<file path="src/rtl/rtcf_pkg.sv">
package rtcf_pkg;
    localparam int unsigned NW = 32;
    localparam int unsigned DW = 16;

    localparam int unsigned IX_CTRL   = 0;
    localparam int unsigned IX_IRQEN  = 2;
    localparam int unsigned IX_AMASK  = 4;
    localparam int unsigned IX_TIME0  = 5;
    localparam int unsigned IX_TIME_N = 11;
    localparam int unsigned IX_ALM_N  = 18;
    localparam int unsigned IX_PK1    = 19;
    localparam int unsigned IX_PK2    = 20;
    localparam int unsigned IX_CFG0   = 23;
    localparam int unsigned IX_CFG1   = 24;
    localparam int unsigned IX_PROT   = 28;
    localparam int unsigned IX_TRIG   = 30;

    localparam logic [7:0]    CTRL_KEY = 8'h43;
    localparam logic [DW-1:0] PROT_K1  = 16'h9136;
    localparam logic [DW-1:0] PROT_K2  = 16'h586A;
    localparam logic [DW-1:0] PK1_VAL  = 16'hA357;
    localparam logic [DW-1:0] PK2_VAL  = 16'h67D2;

    typedef enum logic [2:0] {
        RK_NONE, RK_CTRL, RK_GUARD, RK_TIME, RK_PKEY, RK_CFG, RK_PROT, RK_TRIG
    } rk_e;

    typedef enum logic [1:0] {SQ_IDLE, SQ_WAIT, SQ_APPLY} sq_e;
    typedef enum logic [1:0] {UL_LOCKED, UL_HALF, UL_OPEN} ul_e;

    function automatic rk_e reg_kind(input logic [4:0] ix);
        int unsigned n;
        n = int'(ix);
        if (n == IX_CTRL)                            return RK_CTRL;
        if (n == IX_IRQEN || n == IX_AMASK)          return RK_GUARD;
        if (n >= IX_TIME0 && n <= IX_TIME_N)         return RK_TIME;
        if (n > IX_TIME_N && n <= IX_ALM_N)          return RK_GUARD;
        if (n == IX_PK1 || n == IX_PK2)              return RK_PKEY;
        if (n == IX_CFG0 || n == IX_CFG1)            return RK_CFG;
        if (n == IX_PROT)                            return RK_PROT;
        if (n == IX_TRIG)                            return RK_TRIG;
        return RK_NONE;
    endfunction
endpackage

</file>
<file path="src/rtl/rtcf_commit_seq.sv">
module rtcf_commit_seq
    import rtcf_pkg::*;
#(
    parameter int unsigned LAT = 8
) (
    input  logic clk,
    input  logic rst_n,
    input  logic start,
    output logic busy,
    output logic apply
);
    localparam int unsigned CW = $clog2(LAT + 1);

    sq_e           st_q, st_d;
    logic [CW-1:0] cnt_q, cnt_d;

    always_comb begin
        st_d  = st_q;
        cnt_d = cnt_q;
        unique case (st_q)
            SQ_IDLE: begin
                if (start) begin
                    st_d  = SQ_WAIT;
                    cnt_d = CW'(LAT - 1);
                end
            end
            SQ_WAIT: begin
                if (cnt_q == '0) st_d = SQ_APPLY;
                else             cnt_d = cnt_q - 1'b1;
            end
            SQ_APPLY: st_d = SQ_IDLE;
            default:  st_d = SQ_IDLE;
        endcase
    end

    always_ff @(posedge clk or negedge rst_n) begin
        if (!rst_n) begin
            st_q  <= SQ_IDLE;
            cnt_q <= '0;
        end else begin
            st_q  <= st_d;
            cnt_q <= cnt_d;
        end
    end

    always_comb begin
        busy  = (st_q != SQ_IDLE);
        apply = (st_q == SQ_APPLY);
    end

    // a copy happens in one cycle only, then the sequencer is idle
    a_r2_apply_single: assert property (@(posedge clk) disable iff (!rst_n)
        apply |=> !busy);
    // a start is taken only from idle and always leads to waiting
    a_r1_start_enters_wait: assert property (@(posedge clk) disable iff (!rst_n)
        (start && !busy) |=> (st_q == SQ_WAIT));
endmodule

</file>
<file path="src/rtl/rtcf_unlock.sv">
module rtcf_unlock
    import rtcf_pkg::*;
(
    input  logic          clk,
    input  logic          rst_n,
    input  logic          apply,
    input  logic          dirty,
    input  logic [DW-1:0] val,
    output logic          open
);
    ul_e st_q, st_d;

    always_comb begin
        st_d = st_q;
        if (apply && dirty) begin
            unique case (st_q)
                UL_LOCKED: st_d = (val == PROT_K1) ? UL_HALF : UL_LOCKED;
                UL_HALF:   st_d = (val == PROT_K2) ? UL_OPEN : UL_LOCKED;
                UL_OPEN:   st_d = (val == PROT_K1) ? UL_HALF : UL_LOCKED;
                default:   st_d = UL_LOCKED;
            endcase
        end
    end

    always_ff @(posedge clk or negedge rst_n) begin
        if (!rst_n) st_q <= UL_LOCKED;
        else        st_q <= st_d;
    end

    always_comb open = (st_q == UL_OPEN);

    // the open state is reachable only from the half-way state
    a_r4_open_from_half: assert property (@(posedge clk) disable iff (!rst_n)
        (st_q == UL_OPEN && $past(st_q) != UL_OPEN) |-> $past(st_q) == UL_HALF);
    // a committed foreign word always restarts the sequence
    a_r5_wrong_word_locks: assert property (@(posedge clk) disable iff (!rst_n)
        (apply && dirty && val != PROT_K1 && val != PROT_K2) |=> st_q == UL_LOCKED);
endmodule

</file>
<file path="src/rtl/rtcf_regfile.sv">
module rtcf_regfile
    import rtcf_pkg::*;
#(
    parameter int unsigned IW = $clog2(NW)
) (
    input  logic                   clk,
    input  logic                   rst_n,
    input  logic                   wr_en,
    input  logic [IW-1:0]          wr_idx,
    input  logic [DW-1:0]          wr_data,
    input  logic                   apply,
    input  logic                   clr_pk,
    output logic [NW-1:0][DW-1:0]  stage_o,
    output logic [NW-1:0][DW-1:0]  dom_o
);
    for (genvar i = 0; i < NW; i++) begin : g_word
        localparam rk_e K = reg_kind(5'(i));
        if (K == RK_NONE || K == RK_CTRL || K == RK_TRIG) begin : g_tie
            assign stage_o[i] = '0;
            assign dom_o[i]   = '0;
        end else begin : g_ff
            logic [DW-1:0] stg_q, dom_q;
            always_ff @(posedge clk or negedge rst_n) begin
                if (!rst_n) begin
                    stg_q <= '0;
                    dom_q <= '0;
                end else begin
                    if (wr_en && wr_idx == IW'(i))       stg_q <= wr_data;
                    else if (clr_pk && K == RK_PKEY)     stg_q <= '0;
                    if (apply)                           dom_q <= stg_q;
                    else if (clr_pk && K == RK_PKEY)     dom_q <= '0;
                end
            end
            assign stage_o[i] = stg_q;
            assign dom_o[i]   = dom_q;
        end
    end

    // the committed image moves only on a copy or a power-key clear
    a_r2_dom_only_on_apply: assert property (@(posedge clk) disable iff (!rst_n)
        (!apply && !clr_pk) |=> $stable(dom_o));
endmodule

</file>
<file path="src/rtl/rtcf_commit_if.sv">
module rtcf_commit_if
    import rtcf_pkg::*;
#(
    parameter int unsigned COMMIT_LAT = 8,
    parameter int unsigned AW         = 8
) (
    input  logic              clk,
    input  logic              rst_n,
    input  logic              bus_wr,
    input  logic              bus_rd,
    input  logic [AW-1:0]     bus_addr,
    input  logic [31:0]       bus_wdata,
    output logic [31:0]       bus_rdata,
    output logic              bus_wait,
    input  logic [55:0]       tk_live,
    output logic [NW*DW-1:0]  dom_image,
    output logic              dom_load,
    output logic              tk_reload,
    output logic              power_lost,
    output logic              if_unlocked
);
    localparam int unsigned IW = $clog2(NW);
    localparam int unsigned RW = $clog2(COMMIT_LAT + 3);

    logic [IW-1:0]         idx;
    rk_e                   kind;
    logic                  busy, apply, acc, trig_start, ctrl_ok, stage_we, clr_pk;
    logic                  prot_dirty_q, cfg_done_q, load_q, reload_q;
    logic [1:0]            cfg_w_q;
    logic [2:0]            tsel;
    logic [NW-1:0][DW-1:0] stage_w, dom_w;

    always_comb begin
        idx  = bus_addr[IW+1:2];
        kind = (bus_addr[AW-1:IW+2] == '0 && bus_addr[1:0] == 2'b00) ? reg_kind(idx) : RK_NONE;
        tsel = 3'(idx - 5'(IX_TIME0));
    end

    // write gating
    always_comb begin
        bus_wait   = bus_wr && busy && kind != RK_TRIG && kind != RK_NONE;
        acc        = bus_wr && !bus_wait;
        trig_start = acc && kind == RK_TRIG && bus_wdata == 32'd1 && !busy;
        ctrl_ok    = acc && kind == RK_CTRL && bus_wdata[15:8] == CTRL_KEY;
        clr_pk     = ctrl_ok && bus_wdata[4];
        unique case (kind)
            RK_GUARD, RK_TIME: stage_we = acc && if_unlocked;
            RK_PKEY:           stage_we = acc && cfg_done_q;
            RK_CFG, RK_PROT:   stage_we = acc;
            default:           stage_we = 1'b0;
        endcase
    end

    rtcf_commit_seq #(.LAT(COMMIT_LAT)) u_seq (
        .clk(clk), .rst_n(rst_n), .start(trig_start), .busy(busy), .apply(apply)
    );

    rtcf_regfile #(.IW(IW)) u_regs (
        .clk(clk), .rst_n(rst_n), .wr_en(stage_we), .wr_idx(idx),
        .wr_data(bus_wdata[DW-1:0]), .apply(apply), .clr_pk(clr_pk),
        .stage_o(stage_w), .dom_o(dom_w)
    );

    rtcf_unlock u_lock (
        .clk(clk), .rst_n(rst_n), .apply(apply), .dirty(prot_dirty_q),
        .val(stage_w[IX_PROT]), .open(if_unlocked)
    );

    always_ff @(posedge clk or negedge rst_n) begin
        if (!rst_n) begin
            prot_dirty_q <= 1'b0;
            cfg_w_q      <= '0;
            cfg_done_q   <= 1'b0;
            load_q       <= 1'b0;
            reload_q     <= 1'b0;
        end else begin
            load_q   <= apply;
            reload_q <= ctrl_ok && bus_wdata[5];
            if (stage_we && kind == RK_PROT) prot_dirty_q <= 1'b1;
            else if (apply)                  prot_dirty_q <= 1'b0;
            if (stage_we && idx == IW'(IX_CFG0)) cfg_w_q[0] <= 1'b1;
            if (stage_we && idx == IW'(IX_CFG1)) cfg_w_q[1] <= 1'b1;
            if (apply && &cfg_w_q)               cfg_done_q <= 1'b1;
        end
    end

    // read path
    always_comb begin
        bus_rdata = '0;
        if (bus_rd) begin
            unique case (kind)
                RK_CTRL:          bus_rdata[6] = busy;
                RK_TIME:          bus_rdata[7:0] = tk_live[{tsel, 3'b000} +: 8];
                RK_NONE, RK_TRIG: bus_rdata = '0;
                default:          bus_rdata[DW-1:0] = stage_w[idx];
            endcase
        end
    end

    always_comb begin
        dom_image  = dom_w;
        dom_load   = load_q;
        tk_reload  = reload_q;
        power_lost = (dom_w[IX_PK1] != PK1_VAL) || (dom_w[IX_PK2] != PK2_VAL);
    end

    // checker: length of the current busy run
    logic [RW-1:0] busy_run_q;
    always_ff @(posedge clk or negedge rst_n) begin
        if (!rst_n)                            busy_run_q <= '0;
        else if (!busy)                        busy_run_q <= '0;
        else if (busy_run_q != {RW{1'b1}})     busy_run_q <= busy_run_q + 1'b1;
    end

    a_r1_busy_follows_trigger: assert property (@(posedge clk) disable iff (!rst_n)
        trig_start |=> busy);
    a_r2_busy_bounded: assert property (@(posedge clk) disable iff (!rst_n)
        busy_run_q <= RW'(COMMIT_LAT + 1));
    a_r9_wait_needs_busy: assert property (@(posedge clk) disable iff (!rst_n)
        bus_wait |-> busy);
    a_r9_stage_frozen: assert property (@(posedge clk) disable iff (!rst_n)
        busy |=> $stable(stage_w));
    a_r3_keyless_no_reload: assert property (@(posedge clk) disable iff (!rst_n)
        (acc && kind == RK_CTRL && bus_wdata[15:8] != CTRL_KEY) |=> !tk_reload);
    a_r8_pkey_needs_cfg: assert property (@(posedge clk) disable iff (!rst_n)
        (acc && kind == RK_PKEY && !cfg_done_q && !busy) |=> $stable(stage_w[IX_PK1]) && $stable(stage_w[IX_PK2]));
    a_r6_locked_guard: assert property (@(posedge clk) disable iff (!rst_n)
        (acc && (kind == RK_GUARD || kind == RK_TIME) && !if_unlocked) |=> $stable(stage_w));
endmodule

</file>
<file path="config.mk">
export PLATFORM = sky130hd
export DESIGN_NAME = rtcf_commit_if
export DESIGN_NICKNAME = d
export VERILOG_FILES = /design/src/rtl/rtcf_pkg.sv /design/src/rtl/rtcf_commit_seq.sv /design/src/rtl/rtcf_unlock.sv /design/src/rtl/rtcf_regfile.sv /design/src/rtl/rtcf_commit_if.sv
export SDC_FILE = /design/constraint.sdc
export NUM_CORES = 1
export LEC_CHECK = 0
export BUFFER_PORTS_ARGS = -buffer_cell sky130_fd_sc_hd__buf_2
export CORE_MARGIN = 1
export CORE_UTILIZATION = 51
export DETAILED_ROUTE_END_ITERATION = 10
export PLACE_DENSITY = 0.83
export SYNTH_ARGS = -nofsm -noshare
export SYNTH_HDL_FRONTEND = slang
export SYNTH_SLANG_ARGS = --single-unit
export TNS_END_PERCENT = 50
</file>
<file path="constraint.sdc">
create_clock -name clk -period 4.3 [get_ports clk]
set_input_delay 0.215 -clock clk [delete_from_list [all_inputs] [get_ports clk]]
set_output_delay 0.215 -clock clk [all_outputs]
set_load 0.1 [all_outputs]
</file>
=== After elaboration in Yosys (flattened, before gate mapping) ===
Index checks and enable logic that the tools add are counted.

* Register bits after elaboration: 686
* Bits of input ports: 100
* Output and inout bits: 549

* Add/sub/neg operators: 2
* Order comparisons: 5
* Equality and inequality tests: 43
* Shifts and indexed selects: 1
* Muxes and demuxes: 83
* Bitwise operators: 1
* Reduce and logical (&&, ||, !) cells: 68

{| class="wikitable"
|+ Operators by type and width
! kind !! number
|-
| 16-bit two-way mux || 7
|-
| 16-bit binary-select mux with 5-bit select || 1
|-
| 3-bit two-way mux || 23
|-
| 56-bit by 7-bit indexed part select with 8-bit output || 1
|-
| 5-bit equality test, second input constant || 9
|-
| 5-bit by 4-bit equality test with 1-bit output, second input constant || 8
|-
| 1-bit logical AND || 40
|-
| 1-bit two-way mux || 39
|-
| 32-bit by 1-bit equality test with 1-bit output, second input constant || 1
|-
| 5-bit by 3-bit equality test with 1-bit output, second input constant || 4
|-
| 16-bit by 15-bit equality test with 1-bit output, second input constant || 1
|-
| 16-bit equality test, second input constant || 1
|-
| 16-bit by 15-bit != test with 1-bit output, second input constant || 1
|-
| 16-bit != test, second input constant || 1
|-
| 3-bit equality test, second input constant || 4
|-
| 6-bit case mux with 2 select lines || 1
|-
| 2-bit nonzero test || 6
|-
| 8-bit by 7-bit equality test with 1-bit output, second input constant || 1
|-
| 4-bit two-way mux || 2
|-
| 8-bit two-way mux || 1
|-
| 2-bit case mux with 2 select lines || 2
|-
| 4-bit case mux with 2 select lines || 1
|-
| 2-bit OR reduction || 4
|-
| 3-bit by 2-bit equality test with 1-bit output, second input constant || 2
|-
| 29 further kinds || 42
|}

=== Longest topological paths before layout ===
Gate-level depths: netlist (run 1).

* Word-level depth: 50
* Mapped depth: 14

=== Cells and area by module ===
From an unflattened synthesis (run 1), not the netlist that was laid out.

* Cell total of the unflattened synthesis: 2391
* Area, all modules: 33931.3 sq um

{| class="wikitable"
|+ By module, submodules not included
! module !! times used !! cells an instance !! area each (sq um)
|-
| rtcf_regfile || 1 || 1873 || 27879.2
|-
| rtcf_commit_if || 1 || 465 || 5525.3
|-
| rtcf_commit_seq || 1 || 36 || 357.8
|-
| rtcf_unlock || 1 || 17 || 168.9
|}

=== Worst setup path before layout (run 1) ===
No wires, ideal clock.

* Kind: input to output
* Start: in bus_addr[2]
* End: out bus_rdata[6]
* Arrival time: 6.963 ns
* Data required time: 4.085 ns
* Slack: -2.878 ns
* Stages: 12
* Buffers on the path: 4
* Path through: buf_2 -> clkinv_1 -> clkbuf_1 -> ha_1 -> buf_2 -> nor2b_2 -> and2_1 -> nor2_1 -> a21o_1 -> clkbuf_1 -> nand2_1 -> a2111oi_0

* Longest elaborated chain between the ends: 28

{| class="wikitable"
|+ RTL lines
! what !! RTL line !! text
|-
| start: declaration || rtcf_commit_if.sv:11 || <nowiki>input logic [AW-1:0] bus_addr,</nowiki>
|-
| 5-bit by 2-bit equality test with 1-bit output or 5-bit by 3-bit equality test with 1-bit output (tied branches) || rtcf_pkg.sv:35 || <nowiki>if (n == IX_IRQEN || n == IX_AMASK) return RK_GUARD;</nowiki>
|-
| 1-bit logical OR || rtcf_pkg.sv:35 ||
|-
| 3-bit two-way mux (2 in a row) || rtcf_pkg.sv:35 ||
|-
| 3-bit two-way mux (2 in a row) || rtcf_pkg.sv:36 || <nowiki>if (n >= IX_TIME0 && n <= IX_TIME_N) return RK_TIME;</nowiki>
|-
| 3-bit two-way mux || rtcf_pkg.sv:35 ||
|-
| 3-bit two-way mux (2 in a row) || rtcf_pkg.sv:37 || <nowiki>if (n > IX_TIME_N && n <= IX_ALM_N) return RK_GUARD;</nowiki>
|-
| 3-bit two-way mux || rtcf_pkg.sv:36 ||
|-
| 3-bit two-way mux || rtcf_pkg.sv:35 ||
|-
| [... 9 more ...] || n/a ||
|-
| 3-bit two-way mux || rtcf_pkg.sv:37 ||
|-
| 3-bit two-way mux || rtcf_pkg.sv:36 ||
|-
| 3-bit two-way mux || rtcf_pkg.sv:35 ||
|-
| 3-bit two-way mux || rtcf_commit_if.sv:35 || <nowiki>kind = (bus_addr[AW-1:IW+2] == '0 && bus_addr[1:0] == 2'b00) ? reg_kind(idx) : RK_NONE;</nowiki>
|-
| 3-bit equality test or 3-bit logical NOT (tied branches) || rtcf_commit_if.sv:91 || <nowiki>unique case (kind)</nowiki>
|-
| 2-bit OR reduction || n/a ||
|-
| 1-bit case mux with 3 select lines * || rtcf_commit_if.sv:91 ||
|-
| 16-bit two-way mux * || rtcf_commit_if.sv:90 || <nowiki>if (bus_rd) begin</nowiki>
|-
| end: declaration || rtcf_commit_if.sv:13 || <nowiki>output logic [31:0] bus_rdata,</nowiki>
|}

Every way passes the cells marked *; elsewhere a longest branch is shown, timed or not. The select of a mux whose other input is x is not followed.

=== Final worst setup path (run 1) ===
* Start: in bus_addr[3]
* End: out bus_rdata[7]

* Longest elaborated chain between the ends: 28

{| class="wikitable"
|+ RTL lines
! what !! RTL line
|-
| 5-bit by 2-bit equality test with 1-bit output or 5-bit by 3-bit equality test with 1-bit output (tied branches) || rtcf_pkg.sv:35
|-
| 1-bit logical OR || rtcf_pkg.sv:35
|-
| 3-bit two-way mux (2 in a row) || rtcf_pkg.sv:35
|-
| 3-bit two-way mux (2 in a row) || rtcf_pkg.sv:36
|-
| 3-bit two-way mux || rtcf_pkg.sv:35
|-
| 3-bit two-way mux (2 in a row) || rtcf_pkg.sv:37
|-
| 3-bit two-way mux || rtcf_pkg.sv:36
|-
| 3-bit two-way mux || rtcf_pkg.sv:35
|-
| [... 9 more ...] || n/a
|-
| 3-bit two-way mux || rtcf_pkg.sv:37
|-
| 3-bit two-way mux || rtcf_pkg.sv:36
|-
| 3-bit two-way mux || rtcf_pkg.sv:35
|-
| 3-bit two-way mux || rtcf_commit_if.sv:35
|-
| 3-bit equality test, or another cell as far along || rtcf_commit_if.sv:91
|-
| 3-bit OR reduction (no source line) || n/a
|-
| 1-bit case mux with 2 select lines * || rtcf_commit_if.sv:91
|-
| 16-bit two-way mux * || rtcf_commit_if.sv:90
|}

Marked as above.

==> flow_summary.json, run 1 <==
{
  "status": "complete, no violations",
  "totalWireLength_um": 102000,
  "syn_area_mm2": 0.0326,
  "fin_crit_sh": 0.816,
  "hold_viol": 0,
  "seq_area_frac_synth": 0.526,
  "rows": 92,
  "period_needed_ps": 3510,
  "ff2ff_path_depth": 7,
  "tightest_slew_ps": 1210,
  "synth.area.mux_share": 0.193,
  "diodes": 0,
  "r2r_slack_ps": 1290,
  "critPathRequiredTime_ps": 4090,
  "h-tree-depth": 3,
  "p_seq_frac": 0.439,
  "cts_sinks": 686,
  "die_width_um": 255,
  "hold_path_end": "u_seq.cnt_q[3]$_DFFE_PN0P_",
  "grt_pass1_wl_um": 150000,
  "slew_viol_final": 0,
  "slew_headroom": 0.196,
  "overflow": 0,
  "stdcell_count": 4218,
  "synth_cells": 2917,
  "grt_max_degree": 226,
  "clk_pin_slew_ps": 70,
  "drive_above_1_share": 0.315,
  "worstSetupEndpointType": "primary output",
  "r2r_end": "u_regs.g_word[23].g_ff.stg_q[13]$_DFFE_PN0P_",
  "wl_per_cell_um": 24.2,
  "ys.warnings.count": 0,
  "synth_area_per_cell_um2": 11.2,
  "gp_congestion": 0.936,
  "cts_root_buf": "clkbuf_16",
  "synth-compound-area-share": 0.0625,
  "crit_fanout": 11,
  "timing.fmax_mhz": 285,
  "cp.arrival_ps": 3300,
  "cts_buffers": 71,
  "timing.max_cap.violations": 0,
  "synth_area_leaders": "dfrtp_1, nand2_1, mux2_4",
  "cts_tree": "done",
  "ys_types": 76,
  "cts_setup_buffers": 0,
  "start_util": 0.517,
  "place_inst": 4084,
  "p_clk_frac": 0.466,
  "synth_fa_ha_area_frac": 0.00230,
  "timing.final.ws_setup_ps": 789,
  "slowest_delay_ps": 520,
  "dieArea_mm2": 0.0650,
  "synth-xor-area-share": 0.00107,
  "clk_latency_ps": 640,
  "antenna_found_initial": 3,
  "synth_edf_count": 0,
  "power.total_mw": 14.8,
  "internal_power_mw": 10.8,
  "p_per_area_mw_per_mm2": 392,
  "ys.flop_type": "dfrtp_1",
  "pwr-share-comb": 0.096,
  "hold_depth": 5,
  "rsz0062_at_grt": "false",
  "cts_buffer_depth": 3,
  "ys_ff_latch": 686,
  "hp-class": "primary input to flip-flop",
  "synthArstFlopShare": 1.00,
  "synth-simple-area-share": 0.138,
  "dr.pass1.iters": 6,
  "skew_ps": 47.7,
  "drtIter0Drc": 2572,
  "pre_cts_ws_ps": 406,
  "tns_ps": 0,
  "routed_via_density": 5.65,
  "dr_total_vias": 23800,
  "timing.rr.start": "u_lock.st_q[0]$_DFFE_PN0P_",
  "max-vdd-ir-drop_v": 0.000293,
  "cpMaxStageDelayCell": "or3_1",
  "synth_area_leader_cell": "dfrtp_1",
  "core_mm2": 0.0631,
  "dp_hpwl_um": 69600,
  "grt_usage": 0.313,
  "layout.nets": 3420,
  "die_h_um": 255,
  "hold_path.startpoint": "bus_wdata[28]",
  "yosysTopAreaCellShare": 0.526,
  "synth_top_family_by_area": "multiplexers",
  "switchingPower_mw": 4.00,
  "ant_nets": 0,
  "p_leak_nw": 20.9,
  "p_sw_frac": 0.270,
  "grt_pass1_vias": 23000,
  "drc": 0,
  "worstPathCellList": "buf_4, inv_1, ha_1, nand2_1, and4_1, o21ai_1, nand4_1, or3_1, a21oi_1, buf_12",
  "finalSetupViolCount": 0,
  "area_growth_pct": 16.0,
  "path_class": "primary input to primary output",
  "io_pins": 649,
  "io_buffers": 456,
  "critPathLaunchType": "primary input"
}
-- per-layer routing --
metal	up-vias	share of wire	track usage
met5	-	0.00012	0
met3	174	0.093	0.0775
li1	10200	-	-
met4	2	0.034	0.118
met2	1289	0.46	0.470
met1	12100	0.41	0.439
-- sequential cells by signal, indices dropped and copies added (netlist names), 2 cells and up --
name	cells
u_regs.g_word.g_ff.dom_q	336
u_regs.g_word.g_ff.stg_q	336
u_seq.cnt_q	4
cfg_w_q	2
u_lock.st_q	2
u_seq.st_q	2
-- power groups by stage --
| stage | Clock (mW) | Combinational, mW | Sequential, mW |
|---|---|---|---|
| detailed placement | 0 | 1.41 | 6.62 |
| CTS | 6.97 | 1.42 | 6.50 |
| finish | 6.90 | 1.42 | 6.50 |
| floorplan | 0 | 1.19 | 6.62 |
| global route | 7.22 | 1.49 | 6.50 |
| global placement | 0 | 1.41 | 6.61 |
-- area by class of cell --
class	count	area, um^2
Clock buffer	86	1910
Fill cell	4988	25300
Sequential cell	686	17200
Multi-Input combinational cell	2008	13700
Clock inverter	45	718
Timing Repair Buffer	522	3150
Inverter	25	101
Tap cell	846	1060
-- cell usage after synthesis (all sizes together), types with 4 or more instances --
cell type,count
nand2,1017
dfrtp,686
mux2,304
buf,249
clkbuf,140
o21ai,86
mux4,72
mux2i,64
o2111ai,35
a21oi,30
inv,23
nor2b,18
a221o,16
a221oi,16
nor2,16
nor3,11
nor4,11
nand4,9
a211oi,8
a311oi,8
o21a,7
a211o,6
ha,6
nand2b,6
a22oi,5
and2,5
and3,4
o211ai,4
-- stage by stage --
step	area, um^2	util	hold slack [ps]
after global routing	37800	0.600	36.4
after floorplan	33300	-	-80.6
after CTS	37800	0.600	1.03
after detailed placement	35200	0.557	351
after global placement	35200	0.557	353
final	37800	0.600	33.9
-- worst max path at each step --
stage / startpoint / depth (start not counted) / end / slack (ps)
floorplan: bus_addr[2] / 11 / bus_rdata[7] / 120
global placement: bus_addr[3] / 11 / u_regs.g_word[6].g_ff.stg_q[6]$_DFFE_PN0P_ / 570
detailed placement: bus_addr[3] / 11 / u_regs.g_word[14].g_ff.stg_q[10]$_DFFE_PN0P_ / 410
CTS: bus_addr[3] / 10 / bus_rdata[7] / 850
global route: bus_addr[3] / 10 / bus_rdata[7] / 680
finish: bus_addr[3] / 10 / bus_rdata[7] / 790
-- logic make-up (layout without fill, tap and decap cells) --
logic type / after synthesis / count (layout)
simple gates: 1126 / 1126
flops: 686 / 686
mux: 440 / 440
buf+inv: 414 / 678
compound gates: 240 / 240
fa+ha+maj: 6 / 6
xor+xnor: 4 / 4
other cells: 1 / 192
-- worst max-delay path: cells and delay by family --
family | cells | cell delay (ps)
AO/OA/AOI/OAI | 2 | 670
adder cells (fa/ha/maj) | 1 | 410
buffers and inverters | 3 | 520
AND/OR/NAND/NOR | 4 | 1460
-- cells in the final DEF, fill, tap and decap left out, types with 8 or more instances in the layout --
master        n
a21oi_1      29
a221o_1      16
a221oi_1     16
buf_12       24
buf_2       436
buf_4        57
bufinv_16    15
clkbuf_16    71
clkbuf_8      8
clkinv_2     17
conb_1      192
dfrtp_1     686
inv_1        22
mux2_2      145
mux2_4      159
mux2i_1      64
mux4_2       72
nand2_1    1017
nand4_1       9
nor2_1       14
nor2b_1      16
nor3_1       11
nor4_1       11
o2111ai_1    16
o2111ai_4    18
o21ai_0      83
-- what timing repair did --
| item | in CTS | in global routing |
|---|---|---|
| hold endpoints to repair | 94 | 0 |
| hold buffers | 3 | 0 |
| gates resized for setup | 0 | 0 |
(Power assumes the default switching activity.)
==> run 2, diff against run 1 <==
--- a/config.mk
+++ b/config.mk
@@ -5,6 +5,7 @@
 export SDC_FILE = /design/constraint.sdc
 export NUM_CORES = 1
 export LEC_CHECK = 0
+export ABC_AREA = 1
 export BUFFER_PORTS_ARGS = -buffer_cell sky130_fd_sc_hd__buf_2
 export CORE_MARGIN = 1
 export CORE_UTILIZATION = 51
==> constraint.sdc (replaced) <==
create_clock -name clk -period 3.6 [get_ports clk]
set_input_delay 0.18 -clock clk [delete_from_list [all_inputs] [get_ports clk]]
set_output_delay 0.18 -clock clk [all_outputs]
set_load 0.1 [all_outputs]
==> run 2 against run 1 <==
Against the previous run: design area fell by 0.30%; global-route usage rose by 4.5 points; clock-buffer cell count rose by 26; first-iteration DRC count rose by 61%; flip-flop and latch count did not move; largest cell class unchanged; largest power group unchanged.
==> flow_summary.json, run 2 <==
{
  "synth.most_common_cell": "nand2_1",
  "dpl-instance-area_mm2": 0.0352,
  "io_buffers": 456,
  "totalWireLength_um": 117000,
  "ys.warnings.count": 0,
  "h-tree-depth": 3,
  "p_seq_frac": 0.439,
  "syn_area_mm2": 0.0324,
  "seq_area_frac_synth": 0.531,
  "synth_area_leaders": "dfrtp_1, nand2_1, o21ai_0",
  "synth_area_leader_cell": "dfrtp_1",
  "status": "complete, no violations",
  "synth_cells": 3974,
  "dp_hpwl_um": 82300,
  "critPathRequiredTime_ps": 3420,
  "pre_cts_ws_ps": 375,
  "grt_pass1_vias": 27400,
  "tns_ps": 0,
  "timing.fmax_mhz": 313,
  "pwr-share-comb": 0.117,
  "antenna_found_initial": 2,
  "critPathLaunchType": "primary input",
  "die_h_um": 254,
  "design_area_mm2": 0.0377,
  "wl_per_cell_um": 22.4,
  "dieArea_mm2": 0.0645,
  "final_cell_mix": "nand2_1, dfrtp_1, buf_2",
  "drtIter0Drc": 4149,
  "layout.nets": 4443,
  "slew_viol_final": 0,
  "grt_max_degree": 187,
  "routed_via_density": 5.68,
  "p_leak_nw": 19.8,
  "cts_root_buf": "clkbuf_16",
  "gp_congestion": 1.01,
  "reg.largest.list": "u_regs.g_word.g_ff.dom_q: 336 flops, u_regs.g_word.g_ff.stg_q: 336 flops, u_seq.cnt_q: 4 flops",
  "ant_nets": 0,
  "tightest_slew_ps": 965,
  "start_util": 0.521,
  "ys.flop_type": "dfrtp_1",
  "p_sw_frac": 0.282,
  "rsz0062_at_grt": "false",
  "ys_ff_latch": 686,
  "stdcell_count": 5234,
  "utilization": 0.607,
  "place_inst": 5096,
  "core_mm2": 0.0622,
  "p_per_area_mw_per_mm2": 470,
  "synth_edf_count": 0,
  "timing.max_cap.violations": 0,
  "power.total_mw": 17.7,
  "path_class": "primary input to primary output",
  "cts_setup_buffers": 0,
  "finalSetupViolCount": 0,
  "clk_pin_slew_ps": 60,
  "switchingPower_mw": 5.00,
  "overflow": 0,
  "hold_ws_ps": 24.7,
  "dr.pass1.iters": 6,
  "io_pins": 649,
  "cts_resized": 0,
  "skew_ps": 27.2,
  "dr_total_vias": 29700,
  "timing.final.ws_setup_ps": 402,
  "grt_pass1_wl_um": 170000,
  "layout_commonest_cell": "nand2_1",
  "drive_above_1_share": 0.165,
  "internal_power_mw": 12.7,
  "cts_sinks": 686,
  "synthArstFlopShare": 1.00,
  "crit_fanout": 67,
  "hold_viol": 0,
  "ys_types": 38,
  "area_growth_pct": 16.5,
  "die_width_um": 254,
  "period_needed_ps": 3200,
  "cts_buffers": 73,
  "drc": 0,
  "p_clk_frac": 0.444,
  "synthTopCellsByCount": "nand2_1, dfrtp_1, o21ai_0",
  "cp.arrival_ps": 3020,
  "cts_buffer_depth": 3,
  "rows": 91,
  "slew_headroom": 0.356,
  "worstSetupEndpointType": "primary output",
  "fin_crit_sh": 0.888,
  "synth_area_per_cell_um2": 8.14,
  "clk_latency_ps": 650,
  "grt_usage": 0.358,
  "yosysTopAreaCellShare": 0.531,
  "cts_tree": "done",
  "hp-class": "primary input to flip-flop",
  "max-vdd-ir-drop_v": 0.000391
}
==> run 2: final timing paths <==
check / startpoint / end / slack, ps / cells after the start
worst max-delay path: bus_addr[3] / bus_rdata[2] / 400 / 15
worst min-delay path: bus_wdata[2] / u_regs.g_word[20].g_ff.stg_q[2]$_DFFE_PN0P_ / 20 / 3
worst max register to register: u_seq.st_q[0]$_DFFE_PN0P_ / u_regs.g_word[9].g_ff.stg_q[4]$_DFFE_PN0P_ / 1290 / 9
worst min register to register: cfg_w_q[1]$_DFFE_PN0P_ / cfg_w_q[1]$_DFFE_PN0P_ / 450 / 2
max in group asynchronous: rst_n / u_regs.g_word[2].g_ff.dom_q[3]$_DFFE_PN0P_ / 2350 / 3
min in group asynchronous: rst_n / u_regs.g_word[16].g_ff.dom_q[8]$_DFFE_PN0P_ / 230 / 2
==> run 2: what timing repair did <==
action / 4_1_cts / 5_1_grt
hold buffers: 3 / 0
endpoints found under the hold margin: 87 / 0
endpoints found under the setup margin: 0 / 0
==> run 2: layout make-up <==
cell class | count | area (um^2)
diodes | 1 | 2.50
clock buffers | 112 | 2180
clock inverters | 22 | 330
fillers | 5361 | 24500
inverters | 312 | 1180
multi-input cells | 2708 | 12300
flip-flops and latches | 686 | 17200
well taps | 837 | 1050
repair buffers | 556 | 3510
==> run 2: power groups by stage <==
stage	Clock, mW	Sequential [mW]	Combinational [mW]
finish	7.88	7.78	2.08
global route	8.22	7.78	2.16
CTS	7.92	7.78	2.03
detailed placement	0	7.92	2.02
global placement	0	7.92	2.01
floorplan	0	7.91	1.55
==> run 2: cells by family (layout without fill, tap and decap cells) <==
group,after synthesis,in the layout,share of synthesized area
other,1,193,0.000116
xor gates and xnor gates,2,2,0.000541
AOI/OAI and AO/OA,729,729,0.118
and+or+nand+nor,1779,1779,0.232
adders and majority gates,6,6,0.00232
buffers and inverters,771,1002,0.117
DFF,686,686,0.531
==> run 2: critical path: stages <==
cell,delay (ps)
buf_2,120
buf_12,270
ha_1,320
nand2_1,80
nor2_1,150
nor2_1,60
nand3_1,110
nand4_1,130
nand2_1,190
nand2_1,110
nand2_1,160
buf_4,210
o21ai_0,100
a21oi_1,510
buf_12,260
==> run 2: routing by layer <==
metal / vias up / share of wire / global-route usage / routed length [um]
met5: - / 0.000068 / 0 / 8
met4: 2 / 0.061 / 0.202 / 7200
met3: 365 / 0.12 / 0.104 / 13700
met2: 1884 / 0.45 / 0.543 / 53100
met1: 14200 / 0.37 / 0.458 / 43300
li1: 13300 / - / - / -
